`src/rtl/intc64_pkg.sv`:
```
package intc64_pkg;
  localparam int NSRC   = 64;
  localparam int WORD_W = 32;
  localparam int ID_W   = $clog2(NSRC);
  localparam int ADDR_W = 3;

  localparam int WORD_HI = 0;
  localparam int WORD_LO = 1;

  localparam logic [ADDR_W-1:0] A_MASK_HI = 3'd0;
  localparam logic [ADDR_W-1:0] A_MASK_LO = 3'd1;
  localparam logic [ADDR_W-1:0] A_PEND_HI = 3'd2;
  localparam logic [ADDR_W-1:0] A_PEND_LO = 3'd3;
  localparam logic [ADDR_W-1:0] A_ESEL    = 3'd4;
  localparam logic [ADDR_W-1:0] A_VECTOR  = 3'd5;

  typedef enum logic [1:0] {
    CLS_RSVD = 2'd0,
    CLS_INT  = 2'd1,
    CLS_EXT  = 2'd2,
    CLS_PORT = 2'd3
  } src_class_e;

  function automatic src_class_e class_of(input int s);
    if (s == 0)                 return CLS_RSVD;
    else if (s >= 19 && s <= 25) return CLS_EXT;
    else if (s >= 48)           return CLS_PORT;
    else                        return CLS_INT;
  endfunction

  function automatic int word_of(input int s);
    return (s < 16 || s >= 48) ? WORD_LO : WORD_HI;
  endfunction

  function automatic int bit_of(input int s);
    if (s == 0)      return 0;
    else if (s < 16) return 16 - s;
    else if (s < 19) return 18 - s;
    else if (s < 32) return 34 - s;
    else if (s < 48) return 63 - s;
    else             return s - 32;
  endfunction

  function automatic int esel_bit_of(input int s);
    if (class_of(s) == CLS_EXT)       return 33 - s;
    else if (class_of(s) == CLS_PORT) return s - 32;
    else                              return 0;
  endfunction

  function automatic logic [WORD_W-1:0] esel_keep();
    logic [WORD_W-1:0] m;
    m = '0;
    for (int s = 0; s < NSRC; s++)
      if (class_of(s) == CLS_EXT || class_of(s) == CLS_PORT)
        m[esel_bit_of(s)] = 1'b1;
    return m;
  endfunction
endpackage

```
`src/rtl/intc64_sense.sv`:
```
module intc64_sense
  import intc64_pkg::*;
#(
  parameter src_class_e CLS = CLS_INT
) (
  input  logic clk,
  input  logic rst_n,
  input  logic pin_n,
  input  logic edge_sel,
  input  logic clr,
  output logic pend
);
  generate
    if (CLS == CLS_RSVD) begin : g_rsvd
      assign pend = 1'b0;
    end else begin : g_live
      logic prev_q, pend_q, fall, rise, level_mode, hit;

      assign fall = prev_q & ~pin_n;
      assign rise = ~prev_q & pin_n;

      always_comb begin
        level_mode = 1'b0;
        hit        = 1'b0;
        case (CLS)
          CLS_EXT: begin
            level_mode = ~edge_sel;
            hit        = fall;
          end
          CLS_PORT: begin
            hit = edge_sel ? fall : (fall | rise);
          end
          default: level_mode = 1'b1;
        endcase
      end

      always_ff @(posedge clk or negedge rst_n) begin
        if (!rst_n) begin
          prev_q <= 1'b1;
          pend_q <= 1'b0;
        end else begin
          prev_q <= pin_n;
          if (level_mode) pend_q <= ~pin_n;
          else            pend_q <= hit | (pend_q & ~clr);
        end
      end

      assign pend = pend_q;
    end
  endgenerate
endmodule

```
`src/rtl/intc64_prio.sv`:
```
module intc64_prio
  import intc64_pkg::*;
#(
  parameter int N = NSRC
) (
  input  logic [N-1:0]         req,
  output logic [$clog2(N)-1:0] id,
  output logic                 any
);
  localparam int IW = $clog2(N);

  always_comb begin
    id = '0;
    for (int i = N - 1; i >= 1; i--)
      if (req[i]) id = IW'(i);
  end

  assign any = |req[N-1:1];
endmodule

```
`src/rtl/intc64_regs.sv`:
```
module intc64_regs
  import intc64_pkg::*;
(
  input  logic              clk,
  input  logic              rst_n,
  input  logic              bus_wr,
  input  logic [ADDR_W-1:0] bus_addr,
  input  logic [WORD_W-1:0] bus_wdata,
  input  logic [NSRC-1:0]   pend_src,
  input  logic [ID_W-1:0]   vec_id,
  output logic [NSRC-1:0]   mask_src,
  output logic [NSRC-1:0]   esel_src,
  output logic [NSRC-1:0]   clr_src,
  output logic [WORD_W-1:0] esel_word,
  output logic [WORD_W-1:0] bus_rdata
);
  localparam logic [WORD_W-1:0] ESEL_KEEP = esel_keep();

  logic [1:0][WORD_W-1:0] mask_q;
  logic [1:0][WORD_W-1:0] pend_w;
  logic [WORD_W-1:0]      esel_q;
  logic                   wr_pend_hi, wr_pend_lo;

  always_ff @(posedge clk or negedge rst_n) begin
    if (!rst_n) begin
      mask_q <= '0;
      esel_q <= '0;
    end else if (bus_wr) begin
      if (bus_addr == A_MASK_HI) mask_q[WORD_HI] <= bus_wdata;
      if (bus_addr == A_MASK_LO) mask_q[WORD_LO] <= bus_wdata;
      if (bus_addr == A_ESEL)    esel_q <= bus_wdata & ESEL_KEEP;
    end
  end

  assign wr_pend_hi = bus_wr && (bus_addr == A_PEND_HI);
  assign wr_pend_lo = bus_wr && (bus_addr == A_PEND_LO);

  for (genvar s = 0; s < NSRC; s++) begin : g_map
    localparam int W = word_of(s);
    localparam int B = bit_of(s);
    localparam int E = esel_bit_of(s);
    assign mask_src[s] = mask_q[W][B];
    assign pend_w[W][B] = pend_src[s];
    assign clr_src[s]  = ((W == WORD_HI) ? wr_pend_hi : wr_pend_lo) & bus_wdata[B];
    if (class_of(s) == CLS_EXT || class_of(s) == CLS_PORT) begin : g_es
      assign esel_src[s] = esel_q[E];
    end else begin : g_nes
      assign esel_src[s] = 1'b0;
    end
  end

  assign esel_word = esel_q;

  always_comb begin
    case (bus_addr)
      A_MASK_HI: bus_rdata = mask_q[WORD_HI];
      A_MASK_LO: bus_rdata = mask_q[WORD_LO];
      A_PEND_HI: bus_rdata = pend_w[WORD_HI];
      A_PEND_LO: bus_rdata = pend_w[WORD_LO];
      A_ESEL:    bus_rdata = esel_q;
      A_VECTOR:  bus_rdata = {vec_id, {(WORD_W-ID_W){1'b0}}};
      default:   bus_rdata = '0;
    endcase
  end
endmodule

```
`src/rtl/intc64_top.sv`:
```
module intc64_top
  import intc64_pkg::*;
(
  input  logic              clk,
  input  logic              rst_n,
  input  logic [NSRC-1:0]   src_n,
  input  logic              bus_wr,
  input  logic [ADDR_W-1:0] bus_addr,
  input  logic [WORD_W-1:0] bus_wdata,
  output logic [WORD_W-1:0] bus_rdata,
  output logic              irq
);
  logic [NSRC-1:0]   pend_src, mask_src, esel_src, clr_src, req;
  logic [ID_W-1:0]   vec_id;
  logic [WORD_W-1:0] esel_word;

  intc64_regs u_regs (
    .clk       (clk),
    .rst_n     (rst_n),
    .bus_wr    (bus_wr),
    .bus_addr  (bus_addr),
    .bus_wdata (bus_wdata),
    .pend_src  (pend_src),
    .vec_id    (vec_id),
    .mask_src  (mask_src),
    .esel_src  (esel_src),
    .clr_src   (clr_src),
    .esel_word (esel_word),
    .bus_rdata (bus_rdata)
  );

  for (genvar s = 0; s < NSRC; s++) begin : g_src
    intc64_sense #(.CLS(class_of(s))) u_sense (
      .clk      (clk),
      .rst_n    (rst_n),
      .pin_n    (src_n[s]),
      .edge_sel (esel_src[s]),
      .clr      (clr_src[s]),
      .pend     (pend_src[s])
    );
  end

  assign req = pend_src & mask_src;

  intc64_prio #(.N(NSRC)) u_prio (
    .req (req),
    .id  (vec_id),
    .any (irq)
  );
endmodule

```
`config.mk`:
```
export PLATFORM = sky130hd
export DESIGN_NAME = intc64_top
export DESIGN_NICKNAME = d
export VERILOG_FILES = /design/src/rtl/intc64_pkg.sv /design/src/rtl/intc64_sense.sv /design/src/rtl/intc64_prio.sv /design/src/rtl/intc64_regs.sv /design/src/rtl/intc64_top.sv
export SDC_FILE = /design/constraint.sdc
export NUM_CORES = 1
export LEC_CHECK = 0
export ABC_AREA = 1
export BUFFER_PORTS_ARGS = -buffer_cell sky130_fd_sc_hd__buf_2
export CAP_MARGIN = 30
export CORE_ASPECT_RATIO = 0.8
export CORE_MARGIN = 4
export CORE_UTILIZATION = 49
export DETAILED_ROUTE_END_ITERATION = 8
export PLACE_DENSITY = 0.8
export SLEW_MARGIN = 25
export SYNTH_ARGS = -nofsm -noshare
export SYNTH_HDL_FRONTEND = slang
export SYNTH_HIERARCHICAL = 1
export SYNTH_SLANG_ARGS = --single-unit
```
`constraint.sdc`:
```
create_clock -name clk -period 4.2 [get_ports clk]
set_input_delay 0 -clock clk [delete_from_list [all_inputs] [get_ports clk]]
set_output_delay 0 -clock clk [all_outputs]
set_load 0.1 [all_outputs]
```
==> results.txt, run 1 <==
The flow ran to the end, but the final reports show violations. The final reports fail on setup timing. The clock root buffer was clkbuf_16. Global-route wire length before repair: 43550 um.

In this run the static leakage power is 7.163 nW. From left edge to right edge, the die measures 166.5 um. Across every metal layer, demand over resource in global routing totals 24.02%. The critical path data arrival time was 4.69 ns; the final antenna diode count was 0.

The detailed placement HPWL was 18000 um; the number of DRC violations after detailed-routing iteration 0 was 1108. Fill cells in the final layout number 1730. Based on the critical path, the design can be clocked at up to 0.2131 GHz.

The tools report the placeable core region as 0.01980 sq mm. Of the cells placed in the final design, the portion with a size suffix greater than 1 is 17.54%. The H-tree generated during clock tree synthesis spans 4 levels. The end of the worst register-to-register path is g_src[48].u_sense/pend. The worst hold path was traced through 3 stages.

The number of nets handed over by synthesis was 1504. For the largest net degree at the start of global routing, the log shows 91. The max-capacitance violation count was 0; the total power per unit cell area was 407.9 mW/mm^2. The die area is 0.02245 sq mm.

TritonCTS built the clock tree. The critical register-to-register path startpoint was g_src[48].u_sense/g_live.prev_q. The post-synthesis instance area was 0.009851 sq mm; the detailed-route DRC error count was 0. Counting the buffers created by CTS gives 17. The pre-antenna-repair detailed-routing pass consisted of 6 iterations. On the worst path, the slowest cell contributes a delay of 0.38 ns. For the max-slew violation total from the final report, the log shows 0.

Setup slack on the worst reg-to-reg path comes out at 3.23 ns. Most numerous cell on the critical path: nand2_1. The floorplan has 46 rows. The cell count after synthesis was 1386.

The tools report the number of global-route vias before repair as 8951. A synthesized cell averages 7.107 sq um. The post-layout minimum cycle time came out at 4.693 ns.

The layer flagged by global routing as most heavily used is met2. The launch point of the worst hold path is bus_wr. The via count was 9206. Using the TritonRoute via totals, the vias-per-cell ratio works out to 4.905. By startpoint and endpoint, the worst setup path is classified as flip-flop to output pin. Global routing used 32.76% of the available met1 tracks.

After detailed routing, the average wire length per cell comes to 14.08 um. Number of I/O pins: 135. Measured against its own limit, the worst slew margin works out to 36.93%. The number of clock sinks was 173. The tightest min-delay check is of the input pin to flip-flop type.

The total overflow left after global routing is 0. The tools report the tightest hold margin as 0.1486 ns. The share of the cycle needed by the critical path after routing works out to 111.7%. The final setup slack of the worst path was -0.4935 ns. The path with the worst hold slack has its endpoint at u_regs/esel_word[11].

The run gives 0 as the count of final hold-check violations. STA classifies the critical path endpoint as an output pin. The worst setup path is launched from a flip-flop. The floorplan step set the die height to 134.8 um. For the multi-input logic area, the log shows 0.003817 sq mm.

In the global route stage, met2 resource usage came out at 39.46%. For the flip-flop and latch area, the log shows 0.004358 sq mm. For the pin with the worst max-slew slack, the measured transition is 0.9461 ns. After clock tree synthesis, the clock-pin slew on the worst setup and hold paths is 0.06 ns.

The setup slack after placement was 0.03691 ns; the required time at the endpoint of the critical path was 4.20 ns. No sink is reached through more buffers than the 2 on the longest clock path. The highest fanout seen on the critical path came out at 2. During synthesis, Yosys emitted a total of 6 warnings.

Summed over all layers, the routed wires come to 26420 um. The count of buffers from port buffering was 133; the final net count was 1718. Clock skew on the completed layout was measured at 0.007901 ns. The area growth from synthesis to layout is 24.54%.

The tools report the maximum VDD drop as 0.0002644 V. For the worst flop-to-flop path, the logic depth is 4. At the later pin of the worst-skew pair, clock insertion delay measures 0.43 ns.

Cell type of the slowest stage on the worst timing path: dfrtp_1. The run gives 0.9269 as the placer's final routability congestion estimate. Setup repair after global routing could not meet its margin everywhere. The run gives 1 as the final count of negative-setup-slack endpoints. The tools report the met3 usage as 4.770%. The effective utilization at floorplan is 49.75%, and the number of antenna-violating nets in the routed design is 0.

The initial antenna violation count was 0.
-- timing repair --
action                                 CTS  global route
buffers inserted                         2             1
setup endpoints to repair                1             2
pin swaps                                1             2
endpoints found under the hold margin  232             0
hold buffers                            96             0
resized for setup                        0             5
-- routing by layer --
metal	wire length, um	share of wire (%)	vias to the layer above
met2	11980	45	387
met1	11730	44	4234
met3	2192	8.3	42
li1	-	-	4543
met5	0	0	-
met4	517	2.0	0
-- registers in the layout, summed over array words and instances (netlist names) --
signal,count
u_regs/mask_src,64
g_src.u_sense/pend,63
u_regs/esel_word,23
g_src.u_sense/g_live.prev_q,23
-- cell usage in the layout, fill, tap and decap left out, types with 2 or more instances in the layout --
master,count
o21ai_2,32
inv_6,3
clkbuf_8,3
inv_2,8
clkinv_4,3
nand3_2,19
nor4_1,2
nand3_1,62
buf_12,2
nand4_1,41
clkinvlp_4,2
bufinv_8,5
nor2_1,132
ha_1,16
dlygate4sd3_1,96
nand2_1,394
dfrtp_1,150
inv_1,346
nand2_2,16
clkbuf_16,17
clkinv_2,2
buf_6,2
o21ai_0,62
buf_2,130
buf_4,12
dfstp_2,23
a21oi_1,18
o21ai_1,3
-- report_power, final --
group,internal (mW),switching [mW]
registers,1.88,0.168
clock network,0.870,0.669
logic,0.467,0.949
-- layout make-up --
class | count | area share, %
flip-flops and latches | 173 | 35.52
multi-input cells | 806 | 31.12
repair buffers | 242 | 14.38
inverters | 360 | 11.58
clock buffers | 21 | 3.835
well taps | 264 | 2.693
clock inverters | 11 | 0.8771
-- stage by stage --
stage	area (sq um)	util, %	setup TNS (ns)	instances	power (mW)
floorplan	9851	-	0	1386	3.066
CTS	12250	61.89	-0.4431	1876	5.019
finish	12270	61.96	-0.4935	1877	5.004
global route	12270	61.96	-1.094	1877	5.292
detailed placement	10700	54.04	0	1746	3.397
global placement	10700	54.04	0	1746	3.358
-- worst max-delay path by stage --
stage | startpoint | to | slack [ns] | depth (start not counted)
CTS | u_regs/mask_src[62] | bus_rdata[26] | -0.44 | 70
global route | g_src[62].u_sense/pend | bus_rdata[26] | -1.09 | 70
floorplan | g_src[62].u_sense/pend | bus_rdata[26] | 0.27 | 69
finish | g_src[62].u_sense/pend | bus_rdata[26] | -0.49 | 70
detailed placement | g_src[62].u_sense/pend | bus_rdata[26] | 0.04 | 70
global placement | g_src[62].u_sense/pend | bus_rdata[26] | 0.07 | 70
-- worst max-delay path: cells and delay by family, from the launching register on --
kind,cells,cell delay [ns]
and+or+nand+nor,67,3.59
DFF,1,0.38
buffers and inverters,3,0.27
Note: power is estimated with default switching activity, not from simulation.
==> inputs of run 2 (changes only) <==
- CORE_ASPECT_RATIO: 0.8 -> default
==> results.txt, run 2 (synthesized netlist as in run 1, its figures left out) <==
The static leakage was 7.165 nW (was 7.163 nW); the required time at the endpoint of the critical path was 4.20 ns (about the same). TritonCTS built the clock tree. The kind of end point of the critical path was an output pin (unchanged). The tools report the TritonCTS buffer count as 17 (unchanged).

Critical path class: flip-flop to output pin (unchanged). The run gives 0.9179 (was 0.9269) as the placer's final routability congestion estimate. The tools report the non-filler instance count after layout as 1880 (was 1877). The maximum buffer depth of the clock tree is 2 (unchanged).

Violations in the final reports: setup timing (unchanged). The switching component of the power was 1.804 mW (was 1.785 mW); the post-layout minimum cycle time was 4.546 ns (was 4.693 ns). For the largest net degree at the start of global routing, the log shows 95 (was 91). For the global-route total usage across every layer, the log shows 24.49% (was 24.02%).

Setup repair after global routing could not meet its margin everywhere. The final antenna diode count is 0 (unchanged), and the number of global-route vias before repair is 9045 (was 8951). The tools report the via count as 9207 (was 9206). The detailed-route wire length per cell is 14.22 um (was 14.08 um).

The flow ran to the end, but the final reports show violations. Clock root buffer: clkbuf_16 (unchanged). The number of clock sinks was 173 (unchanged). The commonest non-fill, non-tap cell in the layout was nand2_1 (unchanged).

For the max-slew violation total from the final report, the log shows 0 (unchanged). The clock edge transition at the registers on the reported setup and hold paths came out at 0.06 ns (about the same). The global-route congestion overflow total was 0 (unchanged); the fraction of power spent switching nets was 35.88% (was 35.68%).

The run gives 3.23 ns (about the same) as the reg2reg setup slack. The H-tree level count is 4 (unchanged), and the worst-case headroom to the max-slew limit is 39.15% (was 36.93%). The number of antenna-violating nets in the routed design came out at 0 (unchanged). The tools report the initial antenna violation count as 1 (was 0). The highest fanout seen on the critical path was 2 (unchanged). The tools report the final count of negative-setup-slack endpoints as 1 (unchanged). Most frequent cells in the layout: 393 x nand2_1, 344 x inv_1, 150 x dfrtp_1 (was 394 x nand2_1, 346 x inv_1, 150 x dfrtp_1). The total power per unit cell area is 408.6 mW/mm^2 (was 407.9 mW/mm^2), and the count of placed standard cells including taps is 1744 (was 1746).

The sequential share of power came out at 40.7% (was 40.9%). The max-capacitance violation count was 0 (unchanged); the flip-flop count of the largest register, all copies and words added was 64 (unchanged). The detailed placement HPWL is 17130 um (was 18000 um), and the via-per-instance ratio is 4.897 (was 4.905).

The area growth from synthesis to layout came out at 24.95% (was 24.54%). The tools report the worst clock skew as 0.008658 ns (was 0.007901 ns). Internal cell power: 3.225 mW (was 3.219 mW).

The critical path data arrival time came out at 4.55 ns (was 4.69 ns). The share of cells above drive strength 1 is 17.89% (was 17.54%), and the share of the cycle needed by the critical path after routing is 108.2% (was 111.7%). The count of fill cells added during filler insertion is 1612 (was 1730). The number of DRC violations after detailed-routing iteration 0 was 780 (was 1108). The run gives 50.28% (was 49.75%) as the effective utilization at floorplan. The placeable core region is 0.01959 sq mm (was 0.01980 sq mm). For the maximum VDD drop, the log shows 0.0002971 V (was 0.0002644 V).

The fraction of power consumed by the clock network is 31.1% (was 30.7%), and the die area is 0.02244 sq mm (was 0.02245 sq mm). The startpoint class of the critical path is a flip-flop (unchanged). The count of buffers from port buffering works out to 133 (unchanged). The tightest hold margin is 0.1801 ns (was 0.1486 ns). The x dimension of the die was 149.8 um (was 166.5 um); the global-route wire length before repair was 43670 um (was 43550 um).

Final net count: 1720 (was 1718). The part of the power in combinational logic is 28.2% (was 28.3%). The most numerous cell on the critical path was nand2_1 (unchanged). The count of final hold-check violations is 0 (unchanged).

The final wirelength was 26730 um (was 26420 um); the die outline height was 149.8 um (was 134.8 um). Final setup slack of the worst path: -0.3459 ns (was -0.4935 ns). The tools report the iteration count of the initial detailed-routing pass as 6 (unchanged).

The logs give 51 (was 46) for the number of core rows and 135 (unchanged) for the number of I/O pins. The class of the most critical hold timing path is input pin to asynchronous set/reset pin (was input pin to flip-flop). The stage delay of the slowest cell on the critical path is 0.38 ns (about the same).

The clock latency reported for the late side of the worst-skew pair is 0.43 ns (about the same), and the slew at the pin with the worst max-slew slack is 0.9128 ns (was 0.9461 ns). The cell type of the slowest stage on the worst timing path is dfrtp_1 (unchanged). The logs give 0 (unchanged) for the detailed-route DRC error count and 0.2200 GHz (was 0.2131 GHz) for the peak clock frequency supported by timing.
-- run 2: power by group through the flow --
stage | registers [mW] | logic, mW | clock network [mW]
2_1_floorplan | 2.03 | 1.04 | 0
3_3_place_gp | 2.06 | 1.29 | 0
3_5_place_dp | 2.07 | 1.31 | 0
4_1_cts | 2.05 | 1.40 | 1.58
5_1_grt | 2.08 | 1.58 | 1.65
6_report | 2.05 | 1.42 | 1.56
-- run 2: worst max-delay path, delay by kind of cell (launching register included) --
| kind | cells | cell delay, ns |
|---|---|---|
| buffers and inverters | 3 | 0.25 |
| and+or+nand+nor | 67 | 3.49 |
| DFF | 1 | 0.38 |
-- run 2: timing repair --
item,CTS,global route
hold endpoints to repair,226,0
hold buffers,96,0
setup buffers,6,1
setup endpoints to repair,1,2
gates resized for setup,1,7
pin swaps,5,3
-- run 2: area by class of cell --
type                       count  area (sq um)  area share (%)
inverter                     360          1420           11.54
tap                          265         331.6           2.694
sequential                   173          4358           35.41
timing repair buffer         244          1799           14.62
clock buffer                  21         470.5           3.822
clock inverter                11         106.4          0.8641
multi-input combinational    806          3822           31.06
-- run 2: layer usage --
layer  vias to the layer above  GRT usage, %  wire [um]
li1                       4523             -          -
met1                      4263         30.49      10930
met2                       363         42.51      13120
met3                        56         5.482       2033
met4                         2         7.685        631
met5                         -             0         13
-- run 2: through the flow --
step	worst slack, ns	power (mW)	instance area, sq um	TNS, ns	util [%]
floorplan	0.2698	3.066	9851	0	-
global route	-1.156	5.309	12310	-1.156	62.83
CTS	-0.3053	5.031	12260	-0.3053	62.60
finish	-0.3459	5.030	12310	-0.3459	62.83
detailed placement	0.1048	3.387	10680	0	54.51
global placement	0.1061	3.353	10680	0	54.51
-- run 2: final timing paths --
kind                                                 start                         endpoint  cells past startpoint
max in group asynchronous                            rst_n  g_src[54].u_sense/g_live.prev_q                      3
hold reg to reg                         u_regs/mask_src[0]               u_regs/mask_src[0]                      2
hold / removal                                       rst_n           g_src[28].u_sense/pend                      2
setup reg to reg           g_src[58].u_sense/g_live.prev_q           g_src[58].u_sense/pend                      4
setup / recovery                    g_src[62].u_sense/pend                    bus_rdata[26]                     70
min in group clk                                 src_n[51]  g_src[51].u_sense/g_live.prev_q                      2
